<file path="src/rtl/sad_pkg.sv">
package sad_pkg;

  typedef enum logic [1:0] {
    MODE_FULL    = 2'b00,
    MODE_HALF    = 2'b01,
    MODE_QUARTER = 2'b10,
    MODE_FULL_B  = 2'b11
  } sad_mode_e;

endpackage

</file>
<file path="src/rtl/sad_pos_select.sv">
module sad_pos_select #(
  parameter int DIM = 4
) (
  input  logic [1:0]         mode,
  output logic [DIM*DIM-1:0] sel
);
  import sad_pkg::*;

  // One select bit per pixel position, decoded from the mode.
  for (genvar r = 0; r < DIM; r++) begin : g_row
    for (genvar c = 0; c < DIM; c++) begin : g_col
      localparam bit ON_CHECKER = (((r + c) % 2) == 0);
      localparam bit ON_QUARTER = ((r % 2) == 0) && ((c % 2) == 0);
      assign sel[r*DIM+c] = (mode == MODE_HALF)    ? ON_CHECKER :
                            (mode == MODE_QUARTER) ? ON_QUARTER : 1'b1;
    end
  end

endmodule

</file>
<file path="src/rtl/sad_lane.sv">
module sad_lane #(
  parameter int PIX_W = 8
) (
  input  logic             clk,
  input  logic             rst,
  input  logic             load_op,
  input  logic             load_ad,
  input  logic [PIX_W-1:0] orig_i,
  input  logic [PIX_W-1:0] ref_i,
  output logic [PIX_W-1:0] absd_o
);
  logic [PIX_W-1:0] a_q, b_q, ad_q;

  // Operand stage: loads only when this position is in use.
  always_ff @(posedge clk) begin
    if (rst) begin
      a_q <= '0;
      b_q <= '0;
    end else if (load_op) begin
      a_q <= orig_i;
      b_q <= ref_i;
    end
  end

  // Absolute-difference stage.
  always_ff @(posedge clk) begin
    if (rst)
      ad_q <= '0;
    else if (load_ad)
      ad_q <= (a_q > b_q) ? (a_q - b_q) : (b_q - a_q);
  end

  assign absd_o = ad_q;

  AST_LANE_QUIET: assert property (@(posedge clk) disable iff (rst)
    !load_op |=> ($stable(a_q) && $stable(b_q)));

  AST_ABSD_HOLD: assert property (@(posedge clk) disable iff (rst)
    !load_ad |=> $stable(ad_q));

endmodule

</file>
<file path="src/rtl/sad_adder_tree.sv">
module sad_adder_tree #(
  parameter int N = 16,
  parameter int W = 12
) (
  input  logic [N*W-1:0] leaves,
  output logic [W-1:0]   sum
);
  localparam int NODES = 2 * N - 1;

  // Heap-ordered tree: node i sums children 2i+1 and 2i+2, leaves sit at N-1..2N-2.
  logic [W-1:0] node [NODES];

  for (genvar i = 0; i < N; i++) begin : g_leaf
    assign node[N-1+i] = leaves[i*W +: W];
  end

  for (genvar i = 0; i < N - 1; i++) begin : g_inner
    assign node[i] = node[2*i+1] + node[2*i+2];
  end

  assign sum = node[0];

endmodule

</file>
<file path="src/rtl/sad_decim_top.sv">
module sad_decim_top #(
  parameter  int PIX_W = 8,
  parameter  int DIM   = 4,
  localparam int NPOS  = DIM * DIM,
  localparam int SUM_W = PIX_W + $clog2(NPOS)
) (
  input  logic                  clk,
  input  logic                  rst,
  input  logic                  in_valid,
  output logic                  in_ready,
  input  logic [1:0]            in_mode,
  input  logic [NPOS*PIX_W-1:0] in_orig,
  input  logic [NPOS*PIX_W-1:0] in_ref,
  output logic                  out_valid,
  input  logic                  out_ready,
  output logic [SUM_W-1:0]      out_sad
);
  localparam int N_HALF  = (NPOS + 1) / 2;
  localparam int N_QTR   = ((DIM + 1) / 2) * ((DIM + 1) / 2);
  localparam int SAD_MAX = NPOS * ((1 << PIX_W) - 1);

  // Global advance: the pipeline moves only when the output slot can change.
  logic adv;
  assign adv      = !out_valid || out_ready;
  assign in_ready = adv;

  logic            v_s1, v_s2;
  logic [1:0]      mode_s1;
  logic [NPOS-1:0] sel_in, sel_s1, sel_s2;

  sad_pos_select #(.DIM(DIM)) u_sel_in (.mode(in_mode), .sel(sel_in));
  sad_pos_select #(.DIM(DIM)) u_sel_s1 (.mode(mode_s1), .sel(sel_s1));

  always_ff @(posedge clk) begin
    if (rst) begin
      v_s1      <= 1'b0;
      v_s2      <= 1'b0;
      out_valid <= 1'b0;
      mode_s1   <= 2'b00;
      sel_s2    <= '0;
    end else if (adv) begin
      v_s1      <= in_valid;
      v_s2      <= v_s1;
      out_valid <= v_s2;
      if (in_valid) mode_s1 <= in_mode;
      if (v_s1)     sel_s2  <= sel_s1;
    end
  end

  // Per-position lanes.
  logic [NPOS*SUM_W-1:0] leaf;

  for (genvar i = 0; i < NPOS; i++) begin : g_lane
    logic [PIX_W-1:0] absd;
    sad_lane #(.PIX_W(PIX_W)) u_lane (
      .clk     (clk),
      .rst     (rst),
      .load_op (adv && in_valid && sel_in[i]),
      .load_ad (adv && v_s1 && sel_s1[i]),
      .orig_i  (in_orig[i*PIX_W +: PIX_W]),
      .ref_i   (in_ref[i*PIX_W +: PIX_W]),
      .absd_o  (absd)
    );
    assign leaf[i*SUM_W +: SUM_W] =
      sel_s2[i] ? {{(SUM_W-PIX_W){1'b0}}, absd} : '0;
  end

  logic [SUM_W-1:0] tree_sum;

  sad_adder_tree #(.N(NPOS), .W(SUM_W)) u_tree (
    .leaves (leaf),
    .sum    (tree_sum)
  );

  always_ff @(posedge clk) begin
    if (rst)
      out_sad <= '0;
    else if (adv && v_s2)
      out_sad <= tree_sum;
  end

  AST_STALL_HOLD: assert property (@(posedge clk) disable iff (rst)
    (out_valid && !out_ready) |=> (out_valid && $stable(out_sad)));

  AST_RESET_CLEARS: assert property (@(posedge clk)
    $past(rst) |-> (!out_valid && !v_s1 && !v_s2));

  AST_MASK_COUNT: assert property (@(posedge clk) disable iff (rst)
    v_s2 |-> (($countones(sel_s2) == NPOS) || ($countones(sel_s2) == N_HALF) ||
              ($countones(sel_s2) == N_QTR)));

  AST_SAD_RANGE: assert property (@(posedge clk) disable iff (rst)
    out_valid |-> (int'(out_sad) <= SAD_MAX));

endmodule

</file>
<file path="config.mk">
export PLATFORM = sky130hd
export DESIGN_NAME = sad_decim_top
export DESIGN_NICKNAME = d
export VERILOG_FILES = /design/src/rtl/sad_pkg.sv /design/src/rtl/sad_pos_select.sv /design/src/rtl/sad_lane.sv /design/src/rtl/sad_adder_tree.sv /design/src/rtl/sad_decim_top.sv
export SDC_FILE = /design/constraint.sdc
export NUM_CORES = 2
export LEC_CHECK = 0
export ABC_AREA = 1
export ABC_CLOCK_PERIOD_IN_PS = 12200
export BUFFER_PORTS_ARGS = -buffer_cell sky130_fd_sc_hd__buf_2
export CAP_MARGIN = 30
export CORE_UTILIZATION = 51
export CTS_CLUSTER_DIAMETER = 50
export CTS_CLUSTER_SIZE = 10
export DETAILED_ROUTE_END_ITERATION = 7
export PLACE_DENSITY = 0.73
export SLEW_MARGIN = 20
export SYNTH_ARGS = -nofsm -noshare
export SYNTH_HDL_FRONTEND = slang
export SYNTH_HIERARCHICAL = 1
export SYNTH_SLANG_ARGS = --single-unit
</file>
<file path="constraint.sdc">
create_clock -name clk -period 12.2 [get_ports clk]
set_input_delay 3.05 -clock clk [delete_from_list [all_inputs] [get_ports clk]]
set_output_delay 3.05 -clock clk [all_outputs]
set_load 0.02 [all_outputs]
</file>
**After elaboration in Yosys (flattened, before gate mapping)**

Index checks and enable logic that the tools add are counted.

- Bits in registers: 417
- Latch bits: 0
- Bits in writable memories: 0
- ROM bits: 0
- Input bits: 262
- Output and inout bits: 14
- Word-level logic and storage cells: 170
- Memories kept: 0

- $add $sub $neg: 47
- Multiply operators: 0
- Div/mod/pow operators: 0
- Magnitude comparators: 16
- Equal/unequal tests: 4
- Shift operators: 0
- Multiplexer cells: 38
- Bitwise logic cells: 0
- Reductions and logical operators: 11

Operator list:

| cell | number |
|---|---|
| 8-bit two-way mux | 32 |
| 8-bit subtractor | 32 |
| 8-bit greater-than comparator | 16 |
| 8-bit by 8-bit adder with 9-bit output | 8 |
| 9-bit by 9-bit adder with 10-bit output | 4 |
| 10-bit by 10-bit adder with 11-bit output | 2 |
| 11-bit by 11-bit adder with 12-bit output | 1 |
| 1-bit logical AND | 7 |
| 1-bit two-way mux | 6 |
| 2-bit by 1-bit equality test with 1-bit output (second input constant) | 2 |
| 2-bit equality test (second input constant) | 2 |
| 2-bit AND reduction | 2 |
| 1-bit zero test | 1 |
| 1-bit logical OR | 1 |

**Longest topological paths before layout**

- Word-level depth: 5
- Depth in mapped cells: 29
- Depth with buffers taken out: 28

**Modules after synthesis**

Netlist, hierarchy kept.

Modules (own cells, without submodules):

| module | times used | cells each | area an instance (um2) |
|---|---|---|---|
| sad_lane | 16 | 246 | 1639.1 |
| sad_adder_tree | 1 | 529 | 4633.2 |
| sad_decim_top | 1 | 485 | 2508.7 |
| sad_pos_select | 2 | 18 | 128.9 |

**Worst setup path before layout**

OpenSTA, ideal clock, no wires.

- Kind: input-to-output
- From: in out_ready
- To: out in_ready
- Data arrival time: 3386 ps
- Slack: 5764 ps
- Stages on the path: 3
- Path buffers: 1
- Cells stage by stage: inv_1 nand2_4 buf_4

- Longest elaborated chain between the ends: 1

RTL lines:

| item | RTL line | source |
|---|---|---|
| start: declaration | sad_decim_top.sv:15 | `input logic out_ready,` |
| 1-bit logical OR | sad_decim_top.sv:24 | `assign adv = !out_valid \|\| out_ready;` |
| end: declaration | sad_decim_top.sv:10 | `output logic in_ready,` |

Every way passes these cells.

**Worst setup path in the final report**

Same ends and word-level chain as after synthesis.

==> results.txt <==
GRT Util Overall = 24.3%
Die Ht = 259 µm
Initial antenna violation count = 1
Vias = 29,800
Ant. Diodes = 0
Least-Margin Pin Slew = 0.952 ns
Top cell type's share of synthesized area = 24.8%
YS warnings = 6
WP data arrival = 3.85 ns
Core area = 64,800 µm²
Worst Setup Path Type = in2out
DR WL/cell = 13.2 µm
Initial core utilization = 51.9%
P&R area growth vs syn = 10.9%
Clk_lat worst skew = 0.63 ns
Max-Cap Viols = 0
DRT iter0 DRCs = 1,558
Pleak = 19.9 nW
Num ports = 276
RSZ-0062 raised after global routing = false
Fill count = 6,216
Power consumption = 5.24 mW
Nets = 5,940
Sum Neg Setup Slack = 0 ns
Remaining Overflow, GRT = 0
Worst-path clk slew = 0.05 ns
Synth Register Bits = 417
Drt total wl = 80.7 mm
VDD IR max = 0.108 mV
First-pass GRT wire length = 134 mm
DIE WIDTH = 259 µm
Final Instance Area = 37,300 µm²
Top post-synthesis cells by area = dfxtp_1 25%, inv_1 12%, nand2_1 12%
Status = finished, final reports clean
Tcrit/Tclk final = 56.5%
Post-route ant nets = 0
Setup violators final = 0
GP Congestion = 0.912
Synth area leader = dfxtp_1
Largest net degree at the start of global routing = 87
Crit. End Element = output port
Sequential-to-total area share from yosys stat = 24.8%
Root Buffer = clkbuf_16
Setup Skew = 0.0158 ns
Final Worst Setup Slack = 5.30 ns
H-tree levels = 2
Die footprint = 67,000 µm²
Post_cts resized = 0
Crit path launch type = input pin
# port buffers = 275
Placed Area = 35,300 µm²
Hold Buf Count CTS = 0
TritonCTS buffer count = 61
Fmax = 145 MHz
TritonCTS clock tree = yes
Most common cell after layout, fill and taps aside = inv_1
Final Max Tran Viols = 0
Vias in the first global route = 28,800
Yosys cell types = 33
Hpwl dp = 64.0 mm
Hold Crit Class = reg2reg
Vias per inst = 4.85
Cell area after synthesis = 33,600 µm²
CTS Buffer Depth = 3
Standard-cell rows = 93
Post-layout min period = 6.90 ns
WP data required = 9.15 ns
PwrDens = 141 nW/µm²
Most frequent cells in the layout = 1,115 x inv_1, 1,087 x nand2_1, 417 x dfxtp_1, 374 x a21oi_1, 366 x nor2_1
Gate Count Post-Synth = 4,986
Drt pass-1 iters = 7
Drt drc = 0
Relative slew slack = 36.4%
Syn avg cell area = 6.74 µm²
Placement Setup Slack = 5.30 ns
TritonCTS Sinks = 417
Post-CTS Setup Bufs = 0
Fin. Hold Viols = 0
Maximum fanout along the worst path = 34
Layout cell share with drive strength beyond 1 = 9.55%
==> power by group <==
group | internal [mW] | total, mW | switching (mW)
registers | 1.48 | 1.56 | 0.0769
clock network | 1.05 | 1.70 | 0.654
logic | 0.751 | 1.98 | 1.23
total | 3.28 | 5.24 | 1.96
==> flip-flops by register name (all words and copies together) (netlist names) <==
| register | count |
|---|---|
| g_lane.u_lane/a_q | 128 |
| g_lane.u_lane/absd_o | 128 |
| g_lane.u_lane/b_q | 128 |
| mode_s1 | 2 |
| out_sad | 12 |
| out_valid | 1 |
| sel_s2 | 16 |
| v_s1 | 1 |
| v_s2 | 1 |
==> synthesized netlist by cell type <==
library cell / number
a211oi_1: 1
a21o_1: 18
a21oi_1: 374
a21oi_2: 2
a31oi_1: 17
buf_2: 6
buf_4: 48
buf_6: 17
clkbuf_1: 81
clkbuf_8: 16
conb_1: 3
dfxtp_1: 417
fa_1: 175
ha_1: 259
inv_1: 1115
inv_2: 19
nand2_1: 1087
nand2_2: 41
nand2_4: 18
nand3_1: 305
nand3b_1: 16
nand4_1: 48
nor2_1: 366
nor2_2: 20
nor3_1: 1
o211ai_1: 16
o21ai_0: 352
o21ai_1: 2
o21bai_1: 16
or2_1: 16
or2_2: 32
xnor2_1: 40
xor2_1: 42
==> routing by layer <==
metal	vias to the layer above	wire length, µm	GRT usage [%]	part of all wire, %
met1	13500	35000	29.4	43
met5	-	11	0	0.014
met2	533	39700	44.0	49
met4	2	2670	8.78	3.3
met3	141	3340	3.03	4.1
li1	15600	-	-	-
==> cell families after synthesis <==
logic type	Yosys count	share of synthesized area (%)
flip-flops	417	24.8
adder cells (fa/ha/maj)	434	20.1
AO/OA/AOI/OAI	798	12.3
other	3	0.0335
XOR/XNOR	82	2.14
AND/OR/NAND/NOR	1950	24.7
buffers and inverters	1302	15.9
==> critical path, stage by stage <==
cell	delay, ns
buf_2	0.11
inv_1	0.07
nand2_4	0.33
buf_2	0.28
==> cell type report <==
| cell class | instances | area [µm²] | share of cell area [%] |
|---|---|---|---|
| Multi-Input combinational cell | 3353 | 20200 | 54.3 |
| Sequential cell | 417 | 8350 | 22.4 |
| Inverter | 1134 | 4260 | 11.4 |
| Clock buffer | 70 | 1620 | 4.35 |
| Timing Repair Buffer | 277 | 1420 | 3.80 |
| Tap cell | 855 | 1070 | 2.87 |
| Clock inverter | 28 | 335 | 0.899 |
==> metrics by stage <==
stage	hold slack, ns	util [%]	instances
after floorplan	0.433	-	5072
after global placement	0.446	54.5	6035
after detailed placement	0.451	54.5	6036
after CTS	0.460	57.5	6134
after global routing	0.475	57.5	6134
final	0.460	57.5	6134
==> final timing paths <==
kind / cells after the start / startpoint / slack, ns / endpoint
setup reg to reg: 24 / sel_s2[6]$_SDFFE_PP0P_ / 6.42 / out_sad[10]$_SDFFE_PP0P_
hold / removal: 2 / g_lane[0].u_lane/b_q[7]$_SDFFE_PP0P_ / 0.46 / g_lane[0].u_lane/b_q[7]$_SDFFE_PP0P_
setup / recovery: 4 / out_ready / 5.30 / in_ready
hold reg to reg: 2 / g_lane[0].u_lane/b_q[7]$_SDFFE_PP0P_ / 0.46 / g_lane[0].u_lane/b_q[7]$_SDFFE_PP0P_
Note: power is estimated with default switching activity, not from simulation.
